[src/rtl/tmr_pkg.sv]
// Shared register addresses and mode encodings for the tick/match timer.
// Assumes a 4-bit word address space with at most four match and four
// capture channels.
package tmr_pkg;
    localparam logic [3:0] RA_FLAGS  = 4'd0;
    localparam logic [3:0] RA_CTRL   = 4'd1;
    localparam logic [3:0] RA_COUNT  = 4'd2;
    localparam logic [3:0] RA_PLIM   = 4'd3;
    localparam logic [3:0] RA_PCNT   = 4'd4;
    localparam logic [3:0] RA_MCTL   = 4'd5;
    localparam logic [3:0] RA_CCTL   = 4'd6;
    localparam logic [3:0] RA_MODE   = 4'd7;
    localparam logic [3:0] RA_MATCH0 = 4'd8;
    localparam logic [3:0] RA_CAP0   = 4'd12;

    typedef enum logic [1:0] {
        CM_TIMER = 2'd0,
        CM_RISE  = 2'd1,
        CM_FALL  = 2'd2,
        CM_BOTH  = 2'd3
    } cnt_mode_e;
endpackage

[src/rtl/tmr_edge.sv]
// Two-flop synchroniser plus edge detector for each asynchronous input lane.
// Edge pulses are one cycle long and come from the synchronised level.
module tmr_edge #(
    parameter int LANES = 2
) (
    input  logic             clk,
    input  logic             rst_n,
    input  logic [LANES-1:0] pin_i,
    output logic [LANES-1:0] rise_o,
    output logic [LANES-1:0] fall_o
);
    logic [LANES-1:0] sync1_q, sync2_q, prev_q;

    // Synchronise the pins and keep the previous synchronised level.
    always_ff @(posedge clk) begin
        if (!rst_n) begin
            sync1_q <= '0;
            sync2_q <= '0;
            prev_q  <= '0;
        end else begin
            sync1_q <= pin_i;
            sync2_q <= sync1_q;
            prev_q  <= sync2_q;
        end
    end

    assign rise_o = sync2_q & ~prev_q;
    assign fall_o = ~sync2_q & prev_q;
endmodule

[src/rtl/tmr_prescale.sv]
// Prescale counter: counts up to the limit and wraps, giving a tick on the
// cycle where it equals the limit. Clear wins over write, write over counting.
module tmr_prescale #(
    parameter int W = 16
) (
    input  logic         clk,
    input  logic         rst_n,
    input  logic         clr_i,
    input  logic         run_i,
    input  logic         wr_i,
    input  logic [W-1:0] wr_val_i,
    input  logic [W-1:0] limit_i,
    output logic [W-1:0] pc_o,
    output logic         tick_o
);
    localparam logic [W-1:0] ONE = W'(1);
    logic [W-1:0] pc_q;

    assign tick_o = run_i && (pc_q == limit_i);
    assign pc_o   = pc_q;

    // Advance, wrap, load or clear the prescale count.
    always_ff @(posedge clk) begin
        if (!rst_n)      pc_q <= '0;
        else if (clr_i)  pc_q <= '0;
        else if (wr_i)   pc_q <= wr_val_i;
        else if (run_i)  pc_q <= tick_o ? '0 : pc_q + ONE;
    end
endmodule

[src/rtl/tmr_match.sv]
// Match comparators: per channel equality against the count, and the
// selected actions for a tick that lands on a match. Purely combinational.
module tmr_match #(
    parameter int W = 16,
    parameter int N = 4
) (
    input  logic [W-1:0]   tc_i,
    input  logic [W-1:0]   mv_i [N],
    input  logic [3*N-1:0] ctl_i,
    input  logic           tick_i,
    output logic [N-1:0]   hit_o,
    output logic [N-1:0]   irq_o,
    output logic           restart_o,
    output logic           stop_o
);
    logic [N-1:0] restart_v, stop_v;

    for (genvar k = 0; k < N; k++) begin : g_ch
        assign hit_o[k]     = (tc_i == mv_i[k]);
        assign irq_o[k]     = tick_i && hit_o[k] && ctl_i[3*k];
        assign restart_v[k] = tick_i && hit_o[k] && ctl_i[3*k+1];
        assign stop_v[k]    = tick_i && hit_o[k] && ctl_i[3*k+2];
    end

    assign restart_o = |restart_v;
    assign stop_o    = |stop_v;
endmodule

[src/rtl/tick_match_timer.sv]
// Prescaled timer/counter with four match channels and edge captures.
// Assumes CNT_W <= 32, NUM_MATCH <= 4 and 2 <= NUM_CAP <= 4 (address map).
module tick_match_timer
    import tmr_pkg::*;
#(
    parameter int CNT_W     = 16,
    parameter int NUM_MATCH = 4,
    parameter int NUM_CAP   = 2
) (
    input  logic                 clk,
    input  logic                 rst_n,
    input  logic                 bus_we,
    input  logic [3:0]           bus_addr,
    input  logic [31:0]          bus_wdata,
    output logic [31:0]          bus_rdata,
    input  logic [NUM_CAP-1:0]   cap_i,
    output logic                 irq_o,
    output logic [NUM_MATCH-1:0] match_o
);
    localparam int IRQ_W  = NUM_MATCH + NUM_CAP;
    localparam int MCTL_W = 3 * NUM_MATCH;
    localparam int CCTL_W = 3 * NUM_CAP;
    localparam logic [CNT_W-1:0] ONE = CNT_W'(1);

    logic [1:0]        ctrl_q;
    logic [3:0]        mode_q;
    logic [CNT_W-1:0]  tc_q, pr_q, pc_w;
    logic [MCTL_W-1:0] mctl_q;
    logic [CCTL_W-1:0] cctl_q;
    logic [CNT_W-1:0]  mv_q [NUM_MATCH];
    logic [CNT_W-1:0]  cv_q [NUM_CAP];
    logic [IRQ_W-1:0]  flags_q;

    logic [CNT_W-1:0]   wval;
    logic               hold, running, pre_tick, cnt_tick, m_restart, m_stop;
    logic [NUM_CAP-1:0] rise_v, fall_v, cap_ev, cap_irq;
    logic [3:0]         rise_pad, fall_pad;
    logic [NUM_MATCH-1:0] m_irq;
    cnt_mode_e          mode;

    assign wval    = bus_wdata[CNT_W-1:0];
    assign hold    = ctrl_q[1];
    assign running = ctrl_q[0] && !hold;
    assign mode    = cnt_mode_e'(mode_q[1:0]);

    if (CNT_W < 32) begin : g_wsink
        logic wdata_unused;
        assign wdata_unused = ^bus_wdata[31:CNT_W];
    end

    tmr_edge #(.LANES(NUM_CAP)) edge_i (
        .clk(clk), .rst_n(rst_n), .pin_i(cap_i), .rise_o(rise_v), .fall_o(fall_v)
    );

    tmr_prescale #(.W(CNT_W)) pre_i (
        .clk(clk), .rst_n(rst_n), .clr_i(hold),
        .run_i(running && mode == CM_TIMER),
        .wr_i(bus_we && bus_addr == RA_PCNT), .wr_val_i(wval),
        .limit_i(pr_q), .pc_o(pc_w), .tick_o(pre_tick)
    );

    tmr_match #(.W(CNT_W), .N(NUM_MATCH)) match_i (
        .tc_i(tc_q), .mv_i(mv_q), .ctl_i(mctl_q), .tick_i(cnt_tick),
        .hit_o(match_o), .irq_o(m_irq), .restart_o(m_restart), .stop_o(m_stop)
    );

    assign rise_pad = 4'(rise_v);
    assign fall_pad = 4'(fall_v);

    // Choose the count tick source for the selected mode.
    always_comb begin
        unique case (mode)
            CM_TIMER: cnt_tick = pre_tick;
            CM_RISE:  cnt_tick = running && rise_pad[mode_q[3:2]];
            CM_FALL:  cnt_tick = running && fall_pad[mode_q[3:2]];
            default:  cnt_tick = running && (rise_pad[mode_q[3:2]] || fall_pad[mode_q[3:2]]);
        endcase
    end

    for (genvar j = 0; j < NUM_CAP; j++) begin : g_cap
        assign cap_ev[j]  = (cctl_q[3*j] && rise_v[j]) || (cctl_q[3*j+1] && fall_v[j]);
        assign cap_irq[j] = cap_ev[j] && cctl_q[3*j+2];
    end

    // Configuration registers written from the bus.
    always_ff @(posedge clk) begin
        if (!rst_n) begin
            pr_q   <= '0;
            mctl_q <= '0;
            cctl_q <= '0;
            mode_q <= '0;
            for (int k = 0; k < NUM_MATCH; k++) mv_q[k] <= '0;
        end else if (bus_we) begin
            if (bus_addr == RA_PLIM) pr_q   <= wval;
            if (bus_addr == RA_MCTL) mctl_q <= bus_wdata[MCTL_W-1:0];
            if (bus_addr == RA_CCTL) cctl_q <= bus_wdata[CCTL_W-1:0];
            if (bus_addr == RA_MODE) mode_q <= bus_wdata[3:0];
            for (int k = 0; k < NUM_MATCH; k++)
                if (bus_addr == RA_MATCH0 + 4'(k)) mv_q[k] <= wval;
        end
    end

    // Control register; a stop-on-match clears run after any bus write.
    always_ff @(posedge clk) begin
        if (!rst_n) ctrl_q <= '0;
        else begin
            if (bus_we && bus_addr == RA_CTRL) ctrl_q <= bus_wdata[1:0];
            if (cnt_tick && m_stop) ctrl_q[0] <= 1'b0;
        end
    end

    // Main count: hold, bus load, restart, stop or increment.
    always_ff @(posedge clk) begin
        if (!rst_n)                              tc_q <= '0;
        else if (hold)                           tc_q <= '0;
        else if (bus_we && bus_addr == RA_COUNT) tc_q <= wval;
        else if (cnt_tick) begin
            if (m_restart)   tc_q <= '0;
            else if (!m_stop) tc_q <= tc_q + ONE;
        end
    end

    // Capture registers load the count on their selected edges.
    always_ff @(posedge clk) begin
        if (!rst_n) begin
            for (int j = 0; j < NUM_CAP; j++) cv_q[j] <= '0;
        end else begin
            for (int j = 0; j < NUM_CAP; j++)
                if (cap_ev[j]) cv_q[j] <= tc_q;
        end
    end

    // Flags: write-one-to-clear, with new events taking priority.
    always_ff @(posedge clk) begin
        if (!rst_n) flags_q <= '0;
        else flags_q <= (flags_q & ~((bus_we && bus_addr == RA_FLAGS) ? bus_wdata[IRQ_W-1:0] : '0))
                        | {cap_irq, m_irq};
    end

    assign irq_o = |flags_q;

    // Combinational read mux over the register map.
    always_comb begin
        bus_rdata = '0;
        case (bus_addr)
            RA_FLAGS: bus_rdata = 32'(flags_q);
            RA_CTRL:  bus_rdata = 32'(ctrl_q);
            RA_COUNT: bus_rdata = 32'(tc_q);
            RA_PLIM:  bus_rdata = 32'(pr_q);
            RA_PCNT:  bus_rdata = 32'(pc_w);
            RA_MCTL:  bus_rdata = 32'(mctl_q);
            RA_CCTL:  bus_rdata = 32'(cctl_q);
            RA_MODE:  bus_rdata = 32'(mode_q);
            default: begin
                for (int k = 0; k < NUM_MATCH; k++)
                    if (bus_addr == RA_MATCH0 + 4'(k)) bus_rdata = 32'(mv_q[k]);
                for (int j = 0; j < NUM_CAP; j++)
                    if (bus_addr == RA_CAP0 + 4'(j)) bus_rdata = 32'(cv_q[j]);
            end
        endcase
    end
endmodule

[config.mk]
export PLATFORM = sky130hd
export DESIGN_NAME = tick_match_timer
export DESIGN_NICKNAME = d
export VERILOG_FILES = /design/src/rtl/tmr_pkg.sv /design/src/rtl/tmr_edge.sv /design/src/rtl/tmr_prescale.sv /design/src/rtl/tmr_match.sv /design/src/rtl/tick_match_timer.sv
export SDC_FILE = /design/constraint.sdc
export NUM_CORES = 1
export LEC_CHECK = 0
export ABC_CLOCK_PERIOD_IN_PS = 3600
export BUFFER_PORTS_ARGS = -buffer_cell sky130_fd_sc_hd__buf_2
export CORE_MARGIN = 1
export CORE_UTILIZATION = 24
export CTS_CLUSTER_SIZE = 12
export DETAILED_ROUTE_END_ITERATION = 8
export SLEW_MARGIN = 20
export SYNTH_ARGS = -nofsm -noshare
export SYNTH_HDL_FRONTEND = slang
export SYNTH_HIERARCHICAL = 1
export SYNTH_SLANG_ARGS = --single-unit
[constraint.sdc]
create_clock -name clk -period 3.6 [get_ports clk]
set_input_delay 0.54 -clock clk [delete_from_list [all_inputs] [get_ports clk]]
set_output_delay 0.54 -clock clk [all_outputs]
set_load 0.02 [all_outputs]
# After elaboration in Yosys (flattened, before gate mapping)
# Memories as Yosys holds them, arrays and structs flattened.
# Cells that the tools add are included.
# classes
shifts,0
bitwise_logic,10
n_div,0
eq_ne,21
n_addsub,2
reduce_logical,55
mul,0
order_cmp,1
mux,29
# op_table
operator,n
case mux 32 bit (8 select lines),1
two-way mux 16 bit,10
two-way mux 32 bit,5
== test 16 bit,5
logical AND 1 bit,33
adder 16 x 1 -> 16 bit (second input constant),2
== test 4 bit (second input constant),6
AND reduction 2 bit,9
== test 4 x 3 -> 1 bit (second input constant),4
two-way mux 1 bit,9
== test 4 x 2 -> 1 bit (second input constant),2
OR reduction 4 bit,2
bitwise AND 6 bit,1
two-way mux 6 bit,1
inverter 6 bit,1
OR 6 bit,1
OR reduction 6 bit,1
bitwise AND 2 bit,2
binary-select mux 1 bit (select 2 bit),2
== test 4 x 1 -> 1 bit (second input constant),1
zero test 4 bit,1
inverter 2 bit,2
nonzero test 2 bit,2
OR reduction 2 bit,2
10 further kinds,13
# totals
output_inout_bits,37
ram_bits,32
latch_bits,0
ff_bits,148
romBits,0
in_bits,41
mem_count,1
# memory_table
memory,words,width,read_ports,rd_ports_with_merged_regs,wr,line,rtl
cv_q,2,16,2,0,2,tick_match_timer.sv:31,logic [CNT_W-1:0] cv_q [NUM_CAP];

# Longest topological paths before layout
# depth
word_depth,14
depth_mapped,20

# Hierarchy
# Netlist, hierarchy kept.
# by_module_without_submodules
mod,cells_each,area_per_inst_um2,seq_area_each_um2,instances
tick_match_timer,931,7957.6,3483.3,1
tmr_prescale,158,1341.3,320.3,1
tmr_match,115,1018.5,0.0,1
tmr_edge,16,182.7,120.1,1

# Worst setup path after synthesis
# OpenSTA, ideal clock, no wires.
# synth_timing
path_kind,register -> register
start,register mode_q[0]
end,register tc_q[11]
stages_incl_launch_ff,20
t_arrival_ns,3.220
required_time_ns,3.526
path_slack_ns,0.306
setup_time_ns,0.074
n_path_buf,5
synth_period_minus_slack_ns,3.294
path_cell_list,dfxtp_1 > inv_1 > ha_1 > and3b_1 > buf_2 > and3_1 > buf_6 > buf_12 > and2_1 > a21oi_1 > inv_1 > buf_2 > nand3_1 > nand4_1 > inv_1 > o22ai_1 > o21bai_1 > clkbuf_1 > or4_1 > a31oi_1
# synth_rtl
element,line,rtl
from (decl),tick_match_timer.sv:26,logic [3:0] mode_q;
from (signal assigned),tick_match_timer.sv:97,if (bus_addr == RA_MODE) mode_q <= bus_wdata[3:0];
zero test 2 bit (*),tick_match_timer.sv:57,".run_i(running && mode == CM_TIMER),"
logical AND 1 bit (*),tick_match_timer.sv:57,
logical AND 1 bit (*),tmr_prescale.sv:19,assign tick_o = run_i && (pc_q == limit_i);
via pre_tick,tick_match_timer.sv:35,"logic hold, running, pre_tick, cnt_tick, m_restart, m_stop;"
case mux 1 bit (3 select lines) (*),tick_match_timer.sv:72,unique case (mode)
via cnt_tick,tick_match_timer.sv:35,
logical AND 1 bit (2 in a row),tmr_match.sv:22,assign stop_v[k] = tick_i && hit_o[k] && ctl_i[3*k+2];
OR reduction 4 bit (*),tmr_match.sv:26,assign stop_o = |stop_v;
via m_stop,tick_match_timer.sv:35,
inequality test 3 x 2 -> 1 bit (no source line) (*),--,
AND reduction 2 bit (no source line) (*),--,
to (signal assigned),tick_match_timer.sv:116,else if (bus_we && bus_addr == RA_COUNT) tc_q <= wval;
to (signal assigned),tick_match_timer.sv:119,else if (!m_stop) tc_q <= tc_q + ONE;
to (decl),tick_match_timer.sv:27,"logic [CNT_W-1:0] tc_q, pr_q, pc_w;"
# The timed path passes the listed nets; every way through them passes the cells marked *. The select of a mux whose other input is x is not followed.
# A chain may end at the register's enable or synchronous reset.

# Final worst setup path
# layout_timing
start,register pr_q[9]
end,register tc_q[4]
# layout_rtl
element,line,rtl
from (decl),tick_match_timer.sv:27,
from (signal assigned),tick_match_timer.sv:94,if (bus_addr == RA_PLIM) pr_q <= wval;
== test 16 bit (*),tmr_prescale.sv:19,
logical AND 1 bit (*),tmr_prescale.sv:19,
via pre_tick,tick_match_timer.sv:35,
case mux 1 bit (3 select lines) (*),tick_match_timer.sv:72,
via cnt_tick,tick_match_timer.sv:35,
logical AND 1 bit (2 in a row),tmr_match.sv:22,
OR reduction 4 bit (*),tmr_match.sv:26,
via m_stop,tick_match_timer.sv:35,
inequality test 3 x 2 -> 1 bit (no source line) (*),--,
AND reduction 2 bit (no source line) (*),--,
# Marks and branches as above.

==> results.md <==
- Startpoint of the lowest-slack register-to-register path: pr_q[9]$_SDFFE_PN0P_
- Number of register bits inferred by synthesis: 180
- Cell with the largest stage delay on the worst path: nor4_1
- Core Rows: 76
- Async SR Flop Fraction: 0
- Final worst clock skew: 0.0132 ns
- Die footprint: 44600 sq um
- CP max FO: 26
- Post-CTS Setup Bufs: 0
- Maximum number of pins on one net before global-route repair: 88
- Final Cycle Share: 0.941
- Syn Inst Count: 1220
- Critical path capture point type: flop
- Worst IR Drop VDD: 0.271 mV
- Die Span X: 211 um
- Clock power frac: 0.415
- Share of the synthesized netlist area taken by xor and xnor gates: 0.0850
- Cell class contributing the biggest share of worst-path delay: simple AND/OR/NAND/NOR gates
- Setup slack, reg-to-reg: 0.21 ns
- Max-slew headroom at the worst pin: 0.361
- Tmin final: 3.39 ns
- Ordered list of cells on the worst path: xnor2_1 -> nand4_1 -> nor4_1 -> and3_1 -> and2_1 -> a21oi_1 -> inv_2 -> nand3_1 -> nand4_1 -> inv_1 -> o22ai_1 -> o21bai_4 -> buf_4 -> mux2i_1 -> a31oi_1
- Hold path startpoint: cap_i[0]
- Number of antenna violations at the first check in global routing: 0
- Number of buffers inserted for hold repair after clock tree synthesis: 0
- Proportion of total power due to net switching: 0.295
- Final hold vios: 0
- Netlist cell types: 72
- Relative contribution of combinational cells to total power: 0.115
- Final net count: 1289
- Power dissipated by switching net loads: 1340 uW
- Grt total ovfl: 0
- Cell type with the highest aggregate area in the netlist: dfxtp_1
- ANT cells: 0
- Worst R2R Path Depth: 15
- Result of the run: finished, final reports clean
- Worst Tran Pin Value: 0.951 ns
- Buffers & Inverters on Critical Path: 3
- Part of the Yosys area used for sequential elements: 0.374
- Final number of max-transition violations: 0
- Fraction of final layout cells sized beyond drive strength 1: 0.151
- Total core area: 43100 sq um
- Global-route usage over all layers: 0.161
- Via count of the first global-routing pass: 8551
- Destination of the worst register-to-register timing path: tc_q[4]$_SDFFE_PP0P_
- Power share of the sequential group: 0.469
- # H-tree levels: 4
- Global-route wire length before repair: 54100 um
- Number of iterations in the first detailed-routing pass: 7
- Required time of the worst setup path: 3.92 ns
- Most frequently used flop master after synthesis: dfxtp_1
- End-of-flow core utilization: 0.277
- Post-synth design cell area: 10500 sq um
- Final setup violating endpoints: 0
- WL per Instance: 19.7 um
- Boundary pin count: 78
- Number of port buffers: 45
- Average instance area after synthesis: 8.61 sq um
- Depth of the worst hold-timing path: 2
- Maximum clock frequency: 0.295 GHz
- Most numerous cell on the critical path: nand4_1
- Post-synthesis compound-gate area fraction: 0.209
- ANT nets after route: 0
- RSZ-0062 raised after global routing: no
- Die H: 211 um
- Buffers from clock root to sink, at most: 2
- Initial Utilization: 0.244
- Number of fillers in the final layout: 4575
- Buffer cell driving the clock tree root: clkbuf_16
- Hold Path Class: in -> reg
- Relative area change from synthesis to final layout: 13.5%
- Most frequent cells after synthesis: nand2_1 (241), dfxtp_1 (148), a21boi_0 (97)
- Post-route DRC: 0
- Number of warnings issued by yosys: 6
- Clock net sink count: 180
- Leading post-synthesis cells by cell area: dfxtp_1 (28%), edfxtp_1 (9.2%), nand2_1 (8.6%), a21boi_0 (6.9%), xnor2_1 (6.5%)
- Library cell with the highest instance count after synthesis: nand2_1
- MaxCap Viol Count: 0
- Critical path class: reg -> reg
- Insertion delay to the later sink of the worst-skew pair: 0.44 ns
- Footprint of the multi-input gates: 5900 sq um
- Area share of the largest cell type after synthesis: 0.282
- Power density relative to cell area: 380 nW/um^2
- Clock tree from TritonCTS: yes
- Clock edge transition at the registers on the reported setup and hold paths: 0.08 ns
- Final wirelength: 36200 um
- Delay contributed by the slowest stage of the critical path: 0.37 ns
- Internal portion of total power: 3190 uW
- Hold endpoint: edge_i/sync1_q[0]$_SDFF_PN0_
- Standby leakage power: 0.00390 uW
- Number of flops mapped to enable cells by yosys: 32
- Simple-gate area share of the yosys netlist: 0.223
- Total half-perimeter wirelength after legalization and detailed placement: 26700 um
- Type of element launching the critical path: flop
- Routability congestion estimate from global placement: 0.914
- Average vias per placed instance: 5.04
- Setup TNS: 0 ns
- Adder-cell area share of the yosys netlist: 0.00596
- Number of buffers created by CTS: 17
- Register Area: 3920 sq um
- Arrival time at the worst endpoint: 3.71 ns
- DRC marker count from the first detailed-route iteration: 1095
- Routed vias: 9282
- Combinational family with the most area after synthesis: simple AND/OR/NAND/NOR gates
- Multiplexer area fraction after synthesis: 0.0327
placed cells by master, fill, tap and decap left out, drive strengths merged, types with 23 or more instances in the layout:
cell type    n
nand4       28
a21boi      99
nor2        25
edfxtp      32
dfxtp      148
a21oi       45
and2        30
mux2i       23
o21ai       32
nand3       35
nor2b       27
a22oi       27
buf        113
xnor2       86
nand2      241
layout make-up:
class,count,share of cell area
Timing Repair Buffer,113,0.0617
Sequential cell,180,0.329
Tap cell,585,0.0614
Clock buffer,17,0.0357
Inverter,9,0.00283
Multi-Input combinational cell,922,0.495
Clock inverter,15,0.0144
stage by stage:
stage / area, sq um / power (uW) / hold WS [ns] / cells / setup WS [ns]
2_1_floorplan: 10600 / 2480 / 0.406 / 1235 / 0.306
5_1_grt: 11900 / 4660 / 0.305 / 1841 / 0.0237
3_3_place_gp: 11300 / 2680 / 0.414 / 1809 / 0.0744
4_1_cts: 11900 / 4540 / 0.293 / 1841 / 0.0467
6_report: 11900 / 4530 / 0.309 / 1841 / 0.212
3_5_place_dp: 11300 / 2680 / 0.411 / 1809 / 0.0848
worst max path at each step:
stage,start,end,slack [ns],cells past startpoint
2_1_floorplan,mode_q[0]$_SDFFE_PN0P_,tc_q[11]$_SDFFE_PP0P_,0.31,19
3_3_place_gp,pr_q[9]$_SDFFE_PN0P_,tc_q[4]$_SDFFE_PP0P_,0.07,15
3_5_place_dp,pr_q[9]$_SDFFE_PN0P_,tc_q[8]$_SDFFE_PP0P_,0.08,13
4_1_cts,pr_q[9]$_SDFFE_PN0P_,tc_q[11]$_SDFFE_PP0P_,0.05,13
5_1_grt,pr_q[9]$_SDFFE_PN0P_,tc_q[4]$_SDFFE_PP0P_,0.02,15
6_report,pr_q[9]$_SDFFE_PN0P_,tc_q[4]$_SDFFE_PP0P_,0.21,15
state kept, by name, summed over array words and instances (netlist names):
name / flops
pre_i/pc_o: 16
edge_i/sync2_q: 2
mctl_q: 12
edge_i/prev_q: 2
tc_q: 16
ctrl_q: 2
mode_q: 4
cv_q: 32
flags_q: 6
cctl_q: 6
edge_i/sync1_q: 2
mv_q: 64
pr_q: 16
power by group through the flow:
| stage | Sequential, uW | Combinational (uW) | Clock [uW] |
|---|---|---|---|
| after detailed placement | 2170 | 514 | 0 |
| final | 2120 | 523 | 1880 |
| after global routing | 2130 | 550 | 1980 |
| after CTS | 2120 | 515 | 1910 |
| after floorplan | 2150 | 325 | 0 |
| after global placement | 2170 | 510 | 0 |
metal layers:
metal / track usage / vias to the layer above / wire, um
li1: - / 4347 / -
met1: 0.219 / 4475 / 16100
met2: 0.261 / 393 / 16700
met3: 0.0219 / 67 / 2390
met4: 0.0562 / 0 / 1020
met5: 0 / - / 0
logic make-up after synthesis:
logic type | after synthesis
flip-flops | 180
XOR/XNOR | 95
adder cells (fa/ha/maj) | 5
multiplexers | 32
AND/OR/NAND/NOR | 471
AO/OA/AOI/OAI | 303
buffers and inverters | 133
other | 1
repair_timing:
item	CTS	global route
endpoints found under the hold margin	0	0
setup endpoints to repair	0	16
resized for setup	0	2
No activity file was read; power rests on OpenSTA's default activity.
